===== config.mk =====
export PLATFORM = sky130hd
export DESIGN_NAME = nib_datapath
export DESIGN_NICKNAME = d
export VERILOG_FILES = /design/src/rtl/nib_pkg.sv /design/src/rtl/nib_regbank.sv /design/src/rtl/nib_alu.sv /design/src/rtl/nib_latches.sv /design/src/rtl/nib_datapath.sv
export SDC_FILE = /design/constraint.sdc
export NUM_CORES = 1
export LEC_CHECK = 0
export BUFFER_PORTS_ARGS = -buffer_cell sky130_fd_sc_hd__buf_4
export CAP_MARGIN = 20
export CORE_MARGIN = 1
export CORE_UTILIZATION = 58
export CTS_BUF_LIST = sky130_fd_sc_hd__clkbuf_4
export CTS_CLUSTER_DIAMETER = 80
export DETAILED_ROUTE_END_ITERATION = 10
export GPL_TIMING_DRIVEN = 0
export PLACE_DENSITY = 0.82
export SYNTH_ARGS = -nofsm -noshare
export SYNTH_HDL_FRONTEND = slang
export SYNTH_HIERARCHICAL = 1
export SYNTH_SLANG_ARGS = --single-unit

===== constraint.sdc =====
create_clock -name clk -period 3.3 [get_ports clk]
set_input_delay 0 -clock clk [delete_from_list [all_inputs] [get_ports clk]]
set_output_delay 0 -clock clk [all_outputs]
set_load 0.1 [all_outputs]

===== src/rtl/nib_pkg.sv =====
package nib_pkg;
    parameter int NIB_W = 4;
    parameter int BANK_N = 4;

    typedef enum logic [2:0] {
        OP_ADD   = 3'd0,
        OP_SUB   = 3'd1,
        OP_AND   = 3'd2,
        OP_OR    = 3'd3,
        OP_XOR   = 3'd4,
        OP_PASSA = 3'd5,
        OP_PASSB = 3'd6,
        OP_NOTA  = 3'd7
    } alu_op_e;
endpackage


===== src/rtl/nib_regbank.sv =====
module nib_regbank #(
    parameter int W = 4,
    parameter int N = 4,
    localparam int SW = $clog2(N)
) (
    input  logic          clk,
    input  logic          we,
    input  logic [SW-1:0] wsel,
    input  logic [W-1:0]  wdata,
    input  logic [SW-1:0] rsel,
    output logic [W-1:0]  rdata
);
    logic [W-1:0] regs [N];

    // one write decoder and storage element per register
    for (genvar g = 0; g < N; g++) begin : g_reg
        logic hit;
        assign hit = we && (wsel == SW'(g));
        always_ff @(posedge clk) begin
            if (hit) regs[g] <= wdata;
        end
    end

    assign rdata = regs[rsel];


    wr_lands_chk: assert property (@(posedge clk)
        we |=> (regs[$past(wsel)] == $past(wdata)));


    no_wr_hold_chk: assert property (@(posedge clk)
        !we |=> (regs[$past(rsel)] == $past(rdata)));
endmodule


===== src/rtl/nib_alu.sv =====
module nib_alu
    import nib_pkg::*;
#(
    parameter int W = 4
) (
    input  logic [W-1:0] opa,
    input  logic [W-1:0] opb,
    input  logic         cin,
    input  alu_op_e      op,
    output logic [W-1:0] res,
    output logic         cout
);
    logic [W:0] wide;
    logic [W:0] ea, eb, ec;

    assign ea = {1'b0, opa};
    assign eb = {1'b0, opb};
    assign ec = {{W{1'b0}}, cin};

    always_comb begin
        unique case (op)
            OP_ADD:   wide = ea + eb + ec;
            OP_SUB:   wide = ea - eb - ec;
            OP_AND:   wide = {1'b0, opa & opb};
            OP_OR:    wide = {1'b0, opa | opb};
            OP_XOR:   wide = {1'b0, opa ^ opb};
            OP_PASSA: wide = ea;
            OP_PASSB: wide = eb;
            OP_NOTA:  wide = {1'b0, ~opa};
            default:  wide = '0;
        endcase
    end

    assign res  = wide[W-1:0];
    assign cout = wide[W];
endmodule


===== src/rtl/nib_latches.sv =====
module nib_latches #(
    parameter int W = 4
) (
    input  logic         clk,
    input  logic         rst,
    input  logic [W-1:0] alu_res,
    input  logic         alu_cout,
    input  logic         res_cap,
    input  logic         cy_cap,
    input  logic         res_oe,
    output logic [W-1:0] bus_out,
    output logic         bus_vld,
    output logic         cy_q
);
    logic [W-1:0] res_q;
    logic         take_res;

    assign take_res = res_cap && !res_oe;

    always_ff @(posedge clk) begin
        if (rst) begin
            res_q <= '0;
            cy_q  <= 1'b0;
        end else begin
            if (take_res) res_q <= alu_res;
            if (cy_cap)   cy_q  <= alu_cout;
        end
    end

    assign bus_out = res_oe ? res_q : '0;
    assign bus_vld = res_oe;


    rst_clear_chk: assert property (@(posedge clk)
        rst |=> (res_q == '0 && cy_q == 1'b0));


    res_hold_chk: assert property (@(posedge clk) disable iff (rst)
        !(res_cap && !res_oe) |=> $stable(res_q));


    cy_hold_chk: assert property (@(posedge clk) disable iff (rst)
        !cy_cap |=> $stable(cy_q));


    bus_idle_chk: assert property (@(posedge clk) disable iff (rst)
        !bus_vld |-> (bus_out == '0));
endmodule


===== src/rtl/nib_datapath.sv =====
module nib_datapath
    import nib_pkg::*;
(
    input  logic       clk,
    input  logic       rst,
    input  logic [3:0] bus_in,
    input  logic       a_we,
    input  logic [1:0] a_wsel,
    input  logic [1:0] a_rsel,
    input  logic       b_we,
    input  logic [1:0] b_wsel,
    input  logic [1:0] b_rsel,
    input  logic [2:0] alu_op,
    input  logic       res_cap,
    input  logic       cy_cap,
    input  logic       res_oe,
    output logic [3:0] bus_out,
    output logic       bus_vld,
    output logic [3:0] disp_a,
    output logic [3:0] disp_b,
    output logic       cy_q
);
    logic [NIB_W-1:0] opa, opb, alu_res;
    logic             alu_cout;

    nib_regbank #(.W(NIB_W), .N(BANK_N)) u_bank_a (
        .clk(clk), .we(a_we), .wsel(a_wsel), .wdata(bus_in),
        .rsel(a_rsel), .rdata(opa)
    );

    nib_regbank #(.W(NIB_W), .N(BANK_N)) u_bank_b (
        .clk(clk), .we(b_we), .wsel(b_wsel), .wdata(bus_in),
        .rsel(b_rsel), .rdata(opb)
    );

    nib_alu #(.W(NIB_W)) u_alu (
        .opa(opa), .opb(opb), .cin(cy_q), .op(alu_op_e'(alu_op)),
        .res(alu_res), .cout(alu_cout)
    );

    nib_latches #(.W(NIB_W)) u_lat (
        .clk(clk), .rst(rst), .alu_res(alu_res), .alu_cout(alu_cout),
        .res_cap(res_cap), .cy_cap(cy_cap), .res_oe(res_oe),
        .bus_out(bus_out), .bus_vld(bus_vld), .cy_q(cy_q)
    );

    assign disp_a = opa;
    assign disp_b = opb;
endmodule


# --- After elaboration in Yosys (flattened, before gate mapping) ---
# Memories as Yosys holds them, arrays and structs flattened.
# Index checks and enable logic that the tools add are counted.
op_classes:
  n_addsub: 4
  n_eq_ne: 13
  reduce_logical: 19
  bitwise: 4
  n_mux: 36
ops:
  columns: ["cell", "count"]
  rows:
  - ["case mux 5 bit (8 select lines)", 1]
  - ["two-way mux 4 bit", 7]
  - ["OR reduction 4 bit", 6]
  - ["two-way mux 1 bit", 22]
  - ["== test 3 bit (second input constant)", 4]
  - ["two-way mux 2 bit", 6]
  - ["logical AND 1 bit", 9]
  - ["== test 2 bit (second input constant)", 4]
  - ["== test 3 x 2 -> 1 bit (second input constant)", 2]
  - ["adder 4 x 4 -> 5 bit", 1]
  - ["adder 5 x 1 -> 5 bit", 1]
  - ["subtractor 4 x 4 -> 5 bit", 1]
  - ["subtractor 5 x 1 -> 5 bit", 1]
  - ["bitwise AND 4 bit", 1]
  - ["== test 2 x 1 -> 1 bit (second input constant)", 2]
  - ["logical NOT 2 bit", 2]
  - ["NOT 4 bit", 1]
  - ["bitwise OR 4 bit", 1]
  - ["XOR 4 bit", 1]
  - ["== test 3 x 1 -> 1 bit (second input constant)", 1]
  - ["logical NOT 3 bit", 1]
  - ["logical NOT 1 bit", 1]
word_totals:
  output_inout_bits: 14
  reg_bits: 5
  ramBits: 32
  mem_count: 2
  word_cells: 80
memory_table:
  columns: ["name", "words", "width", "rd", "rd_clocked_by_memory_dff", "wr", "line_no", "text"]
  rows:
  - ["u_bank_a.regs", 4, 4, 1, 0, 1, "nib_regbank.sv:13", "logic [W-1:0] regs [N];"]
  - ["u_bank_b.regs", 4, 4, 1, 0, 1, "nib_regbank.sv:13", null]

# --- Logic depth before layout (Yosys ltp) ---
depth:
  ltp_word: 8
  ltp_mapped: 11
  ltp_nobuf: 11

# --- Modules after synthesis ---
# Netlist, hierarchy kept.
modules_own_cells:
  columns: ["mod", "cells_each", "seq_area_each_um2", "instances", "area_each_um2"]
  rows:
  - ["nib_regbank", 24, 480.5, 2, 616.8]
  - ["nib_alu", 84, 0.0, 1, 729.4]
  - ["nib_latches", 25, 100.1, 1, 250.2]

# --- Worst setup path before layout ---
# Ideal clock, no wire load.
synth_timing:
  kind: "register -> register"
  from: "memory u_bank_a.regs[1][0]"
  to: "register u_lat.res_q[3]"
  arrival_ps: 3291
  setup_time_ps: 69
  stages_incl_launch_ff: 12
  required_ps: 3231
  setup_slack_ps: -60
  cell_sequence: "edfxtp_1 > mux4_1 > inv_1 > fa_1 > inv_1 > ha_1 > a211oi_1 > xor2_1 > or3_1 > a32oi_1 > nand4bb_1 > o21ai_1"
synth_between:
  elab_chain_len: 4
synth_rtl:
  columns: ["item", "line_no", "text"]
  rows:
  - ["start: declaration", "nib_regbank.sv:13", null]
  - ["memory read (4 x 4 bit) *", null, null]
  - ["named net disp_a[0]", "nib_datapath.sv:19", "output logic [3:0] disp_a,"]
  - ["subtractor 4 x 4 -> 5 bit / adder 4 x 4 -> 5 bit (equally long branches)", "nib_alu.sv:23, nib_alu.sv:22", null]
  - ["subtractor 5 x 1 -> 5 bit / adder 5 x 1 -> 5 bit (equally long branches)", "nib_alu.sv:23, nib_alu.sv:22", null]
  - ["case mux 5 bit (8 select lines) *", "nib_alu.sv:21", "unique case (op)"]
  - ["named net alu_res[3]", "nib_datapath.sv:23", "logic [NIB_W-1:0] opa, opb, alu_res;"]
  - ["end signal: assignment", "nib_latches.sv:25", "if (take_res) res_q <= alu_res;"]
  - ["end: declaration", "nib_latches.sv:15", "logic [W-1:0] res_q;"]
# Mark *: on every way through the listed nets, which the timed path passes. The rest lies on a longest branch.
# A chain may end at the register's enable or synchronous reset.

# --- Final worst setup path ---
layout_timing:
  from: "memory u_bank_a.regs[3][0]"
  to: "register u_lat.res_q[3]"
layout_between:
  elab_chain_len: 4
layout_rtl:
  columns: ["item", "line_no"]
  rows:
  - ["memory read (4 x 4 bit) *", null]
  - ["subtractor 4 x 4 -> 5 bit / adder 4 x 4 -> 5 bit (equally long branches)", "nib_alu.sv:23, nib_alu.sv:22"]
  - ["subtractor 5 x 1 -> 5 bit / adder 5 x 1 -> 5 bit (equally long branches)", "nib_alu.sv:23, nib_alu.sv:22"]
  - ["case mux 5 bit (8 select lines) *", "nib_alu.sv:21"]
  - ["named net alu_res[3]", "nib_datapath.sv:23"]
# Marks and branches as above.

==> impl_results.rst <==
.. list-table::
   :header-rows: 1

   * - Metric
     - Value
   * - Total core area
     - 3660 sq um
   * - Maximum buffer depth of the clock tree
     - 2
   * - Clock period minus worst slack
     - 2960 ps
   * - Clk pin slew, worst setup/hold paths
     - 110 ps
   * - Post-DRT Antenna Nets
     - 0
   * - # H-tree levels
     - 2
   * - Pwr Total
     - 1.15 mW
   * - Final Skew
     - 9.61 ps
   * - Routability cong.
     - 0.891
   * - Cell area after synthesis
     - 2210 sq um
   * - Largest net degree at the start of global routing
     - 12
   * - Area growth from synthesis to layout
     - 20.0%
   * - Number of hold violations in the final report
     - 0
   * - Final worst-path setup slack
     - 336 ps
   * - Number of cells traversed by the worst hold path
     - 2
   * - Full die area
     - 4070 sq um
   * - Sequential element share of the synthesized area
     - 0.479
   * - Clk Tree Root Cell
     - sky130_fd_sc_hd__clkbuf_4
   * - Unrepaired setup endpoints after global routing
     - no
   * - Drc violations
     - 0
   * - Detailed-route via count
     - 1428
   * - Die outline height
     - 63.8 um
   * - Setup Total Neg Slack
     - 0 ps
   * - Num rows
     - 22
   * - Mean instance size in the synthesized netlist
     - 14.1 sq um
   * - Warnings from Yosys
     - 6
   * - Count of cells along the worst register-to-register path
     - 11
   * - Power per cell area
     - 432 nW/um^2
   * - Setup Buffers After CTS
     - 0
   * - Remaining global-route overflow
     - 0
   * - Static leakage
     - 1.10 nW
   * - Required time at the worst-slack endpoint
     - 3580 ps
   * - Number of global-route vias before repair
     - 1455
   * - Worst hold start
     - a_wsel[1]
   * - Highest clock rate
     - 337 MHz
   * - Number of buffers added by the clock tree synthesis step
     - 5
   * - Met1 Track Usage GR
     - 0.259
   * - Initial cell density of the core
     - 0.605
   * - Worst setup EP type
     - register
   * - Final routed wirelength across all metal layers
     - 4.23 mm
   * - Max cap viols
     - 0
   * - Final routed wire length divided by cell count
     - 16.6 um
   * - Half-perimeter wire length after detailed placement
     - 3.19 mm
   * - Count of state elements after synthesis
     - 37
   * - Final period util
     - 0.898
   * - Syn Inst Count
     - 157
   * - Number of clock sinks
     - 37
   * - Number of distinct standard cells referenced by the synthesized netlist
     - 43
   * - IR Drop Worst-Case VDD
     - 0.317 mV
   * - Global router's overall resource usage
     - 0.233
   * - Share of final-layout standard cells stronger than drive strength 1
     - 0.280
   * - Iteration-0 DRC Markers
     - 59
   * - Global-route wire length before repair
     - 6.86 mm
   * - Most used DFF post-synth
     - sky130_fd_sc_hd__edfxtp_1
   * - TritonCTS clock tree
     - done
   * - Type of origin of the critical path
     - register
   * - Hold EP
     - u_bank_a/regs[0][3]
   * - Slew Limit Headroom
     - 0.546
   * - Final hold slack
     - 20.3 ps
   * - Most used cells in the layout excluding fill and tap cells
     - sky130_fd_sc_hd__buf_4, sky130_fd_sc_hd__edfxtp_1, sky130_fd_sc_hd__inv_1
   * - Type of the most critical hold path
     - in2reg
   * - Met2 Resource Use GR
     - 0.430
   * - Number of slew-limit violations in the final report
     - 0
   * - Classification of the worst setup path
     - reg2reg
   * - Met3 track demand over resource
     - 0.0482
   * - Diodes inserted
     - 0
   * - Count of boundary I/O pins
     - 36
   * - Outcome
     - finished clean
   * - Setup violation total in the final timing report
     - 0
   * - Horiz. Die Dim
     - 63.8 um
   * - Crit Path Max Fanout
     - 5
   * - Net Count, Synth
     - 196
   * - 1st-pass router iterations
     - 4
   * - Via count normalized by instance count
     - 5.60
   * - Flop2flop setup slack
     - 340 ps
   * - Capturing point of the worst reg2reg path
     - u_lat/res_q[3]
   * - Antenna violations before repair
     - 0
   * - Nets@finish
     - 245
   * - RR Startpoint
     - u_bank_a/regs[3][0]
   * - FFs w/ async S/R, synth
     - 0
   * - Pin slew with the least headroom to its limit
     - 679 ps
   * - Setup Slack @ Placement
     - 328 ps
   * - Most common cell after layout, fill and taps aside
     - sky130_fd_sc_hd__buf_4
   * - Clock network latency to the later pin of the worst-skew pair
     - 340 ps
   * - Crit path arrival time
     - 3250 ps
   * - Number of buffers inserted by port buffering
     - 34
   * - Number of synthesized flops with an enable pin
     - 32
   * - GRT busiest layer
     - met2
-- cell families after synthesis --
| family | share of synthesized area |
|---|---|
| muxes | 0.151 |
| DFF | 0.479 |
| buffers and inverters | 0.0486 |
| adders and majority gates | 0.113 |
| AOI/OAI and AO/OA | 0.0740 |
| and+or+nand+nor | 0.110 |
| xor gates and xnor gates | 0.0237 |
-- cell usage after synthesis (3+ instances only) --
cell type                   number  area share
sky130_fd_sc_hd__and2_1          4       0.011
sky130_fd_sc_hd__xor2_1          3       0.012
sky130_fd_sc_hd__and3_1          3      0.0085
sky130_fd_sc_hd__inv_1          16       0.027
sky130_fd_sc_hd__fa_1            5       0.045
sky130_fd_sc_hd__and3b_1         4       0.016
sky130_fd_sc_hd__nor2b_1         3      0.0085
sky130_fd_sc_hd__nand4bb_1       4       0.020
sky130_fd_sc_hd__dfxtp_1         5       0.045
sky130_fd_sc_hd__mux4_1         10        0.12
sky130_fd_sc_hd__ha_1           12       0.068
sky130_fd_sc_hd__a21oi_1         3      0.0068
sky130_fd_sc_hd__mux2i_1         5       0.023
sky130_fd_sc_hd__nand2b_1        3      0.0085
sky130_fd_sc_hd__o21ai_1         4      0.0090
sky130_fd_sc_hd__edfxtp_1       32        0.43
sky130_fd_sc_hd__xnor2_1         3       0.012
-- worst max path at each step --
stage,slack [ps],to,from
floorplan,260,u_lat/res_q[3],u_bank_a/regs[1][3]
global placement,420,u_lat/res_q[3],u_bank_b/regs[1][0]
detailed placement,330,u_lat/res_q[3],u_bank_b/regs[3][0]
CTS,310,u_lat/res_q[3],u_bank_b/regs[3][0]
global route,60,u_lat/res_q[3],u_bank_a/regs[3][0]
finish,340,u_lat/res_q[3],u_bank_a/regs[3][0]
-- stage by stage --
step | instance area (sq um) | utilization | std cells
after global routing | 2660 | 0.726 | 255
after global placement | 2520 | 0.689 | 239
after floorplan | 2210 | - | 157
after detailed placement | 2520 | 0.689 | 239
final | 2660 | 0.726 | 255
after CTS | 2660 | 0.726 | 255
-- report_power, final --
| part | total (mW) | internal [mW] | switching, mW |
|---|---|---|---|
| clock | 0.235 | 0.0894 | 0.145 |
| sequential | 0.541 | 0.533 | 0.00796 |
| combinational | 0.372 | 0.143 | 0.229 |
| total | 1.15 | 0.766 | 0.382 |
-- final cells by class --
type                            instances  area, sq um
Clock buffer                            6         45.0
Sequential cell                        37         1060
Tap cell                               48         60.1
Clock inverter                          2         10.0
Multi-Input combinational cell         97         1040
Timing Repair Buffer                   42          335
Buffer                                  6         43.8
Fill cell                             260         1000
Inverter                               17         63.8
-- registers in the layout (all words and copies together) (netlist names) --
signal / count
u_bank_a/regs: 16
u_bank_b/regs: 16
u_lat/cy_q: 1
u_lat/res_q: 4
-- worst max-delay path, cell delays in order (launching register included) --
cell and delay (ps):
sky130_fd_sc_hd__edfxtp_1 400, sky130_fd_sc_hd__mux4_2 560, sky130_fd_sc_hd__inv_1 190, sky130_fd_sc_hd__fa_1 270
sky130_fd_sc_hd__inv_1 60, sky130_fd_sc_hd__ha_1 260, sky130_fd_sc_hd__a211oi_1 270, sky130_fd_sc_hd__xor2_1 110
sky130_fd_sc_hd__or3_1 310, sky130_fd_sc_hd__a32oi_1 250, sky130_fd_sc_hd__nand4bb_1 130, sky130_fd_sc_hd__o21ai_1 80
-- layer usage --
metal | part of all wire | wire length (um) | up-vias
met5 | 0 | 0 | -
met4 | 0.022 | 91 | 0
met3 | 0.031 | 132 | 9
met2 | 0.54 | 2290 | 39
met1 | 0.41 | 1720 | 689
li1 | - | - | 691
-- repair_timing --
item	in CTS	in global routing
resized for setup	0	0
hold buffers	8	0
endpoints found under the hold margin	37	0
(Power assumes the default switching activity.)
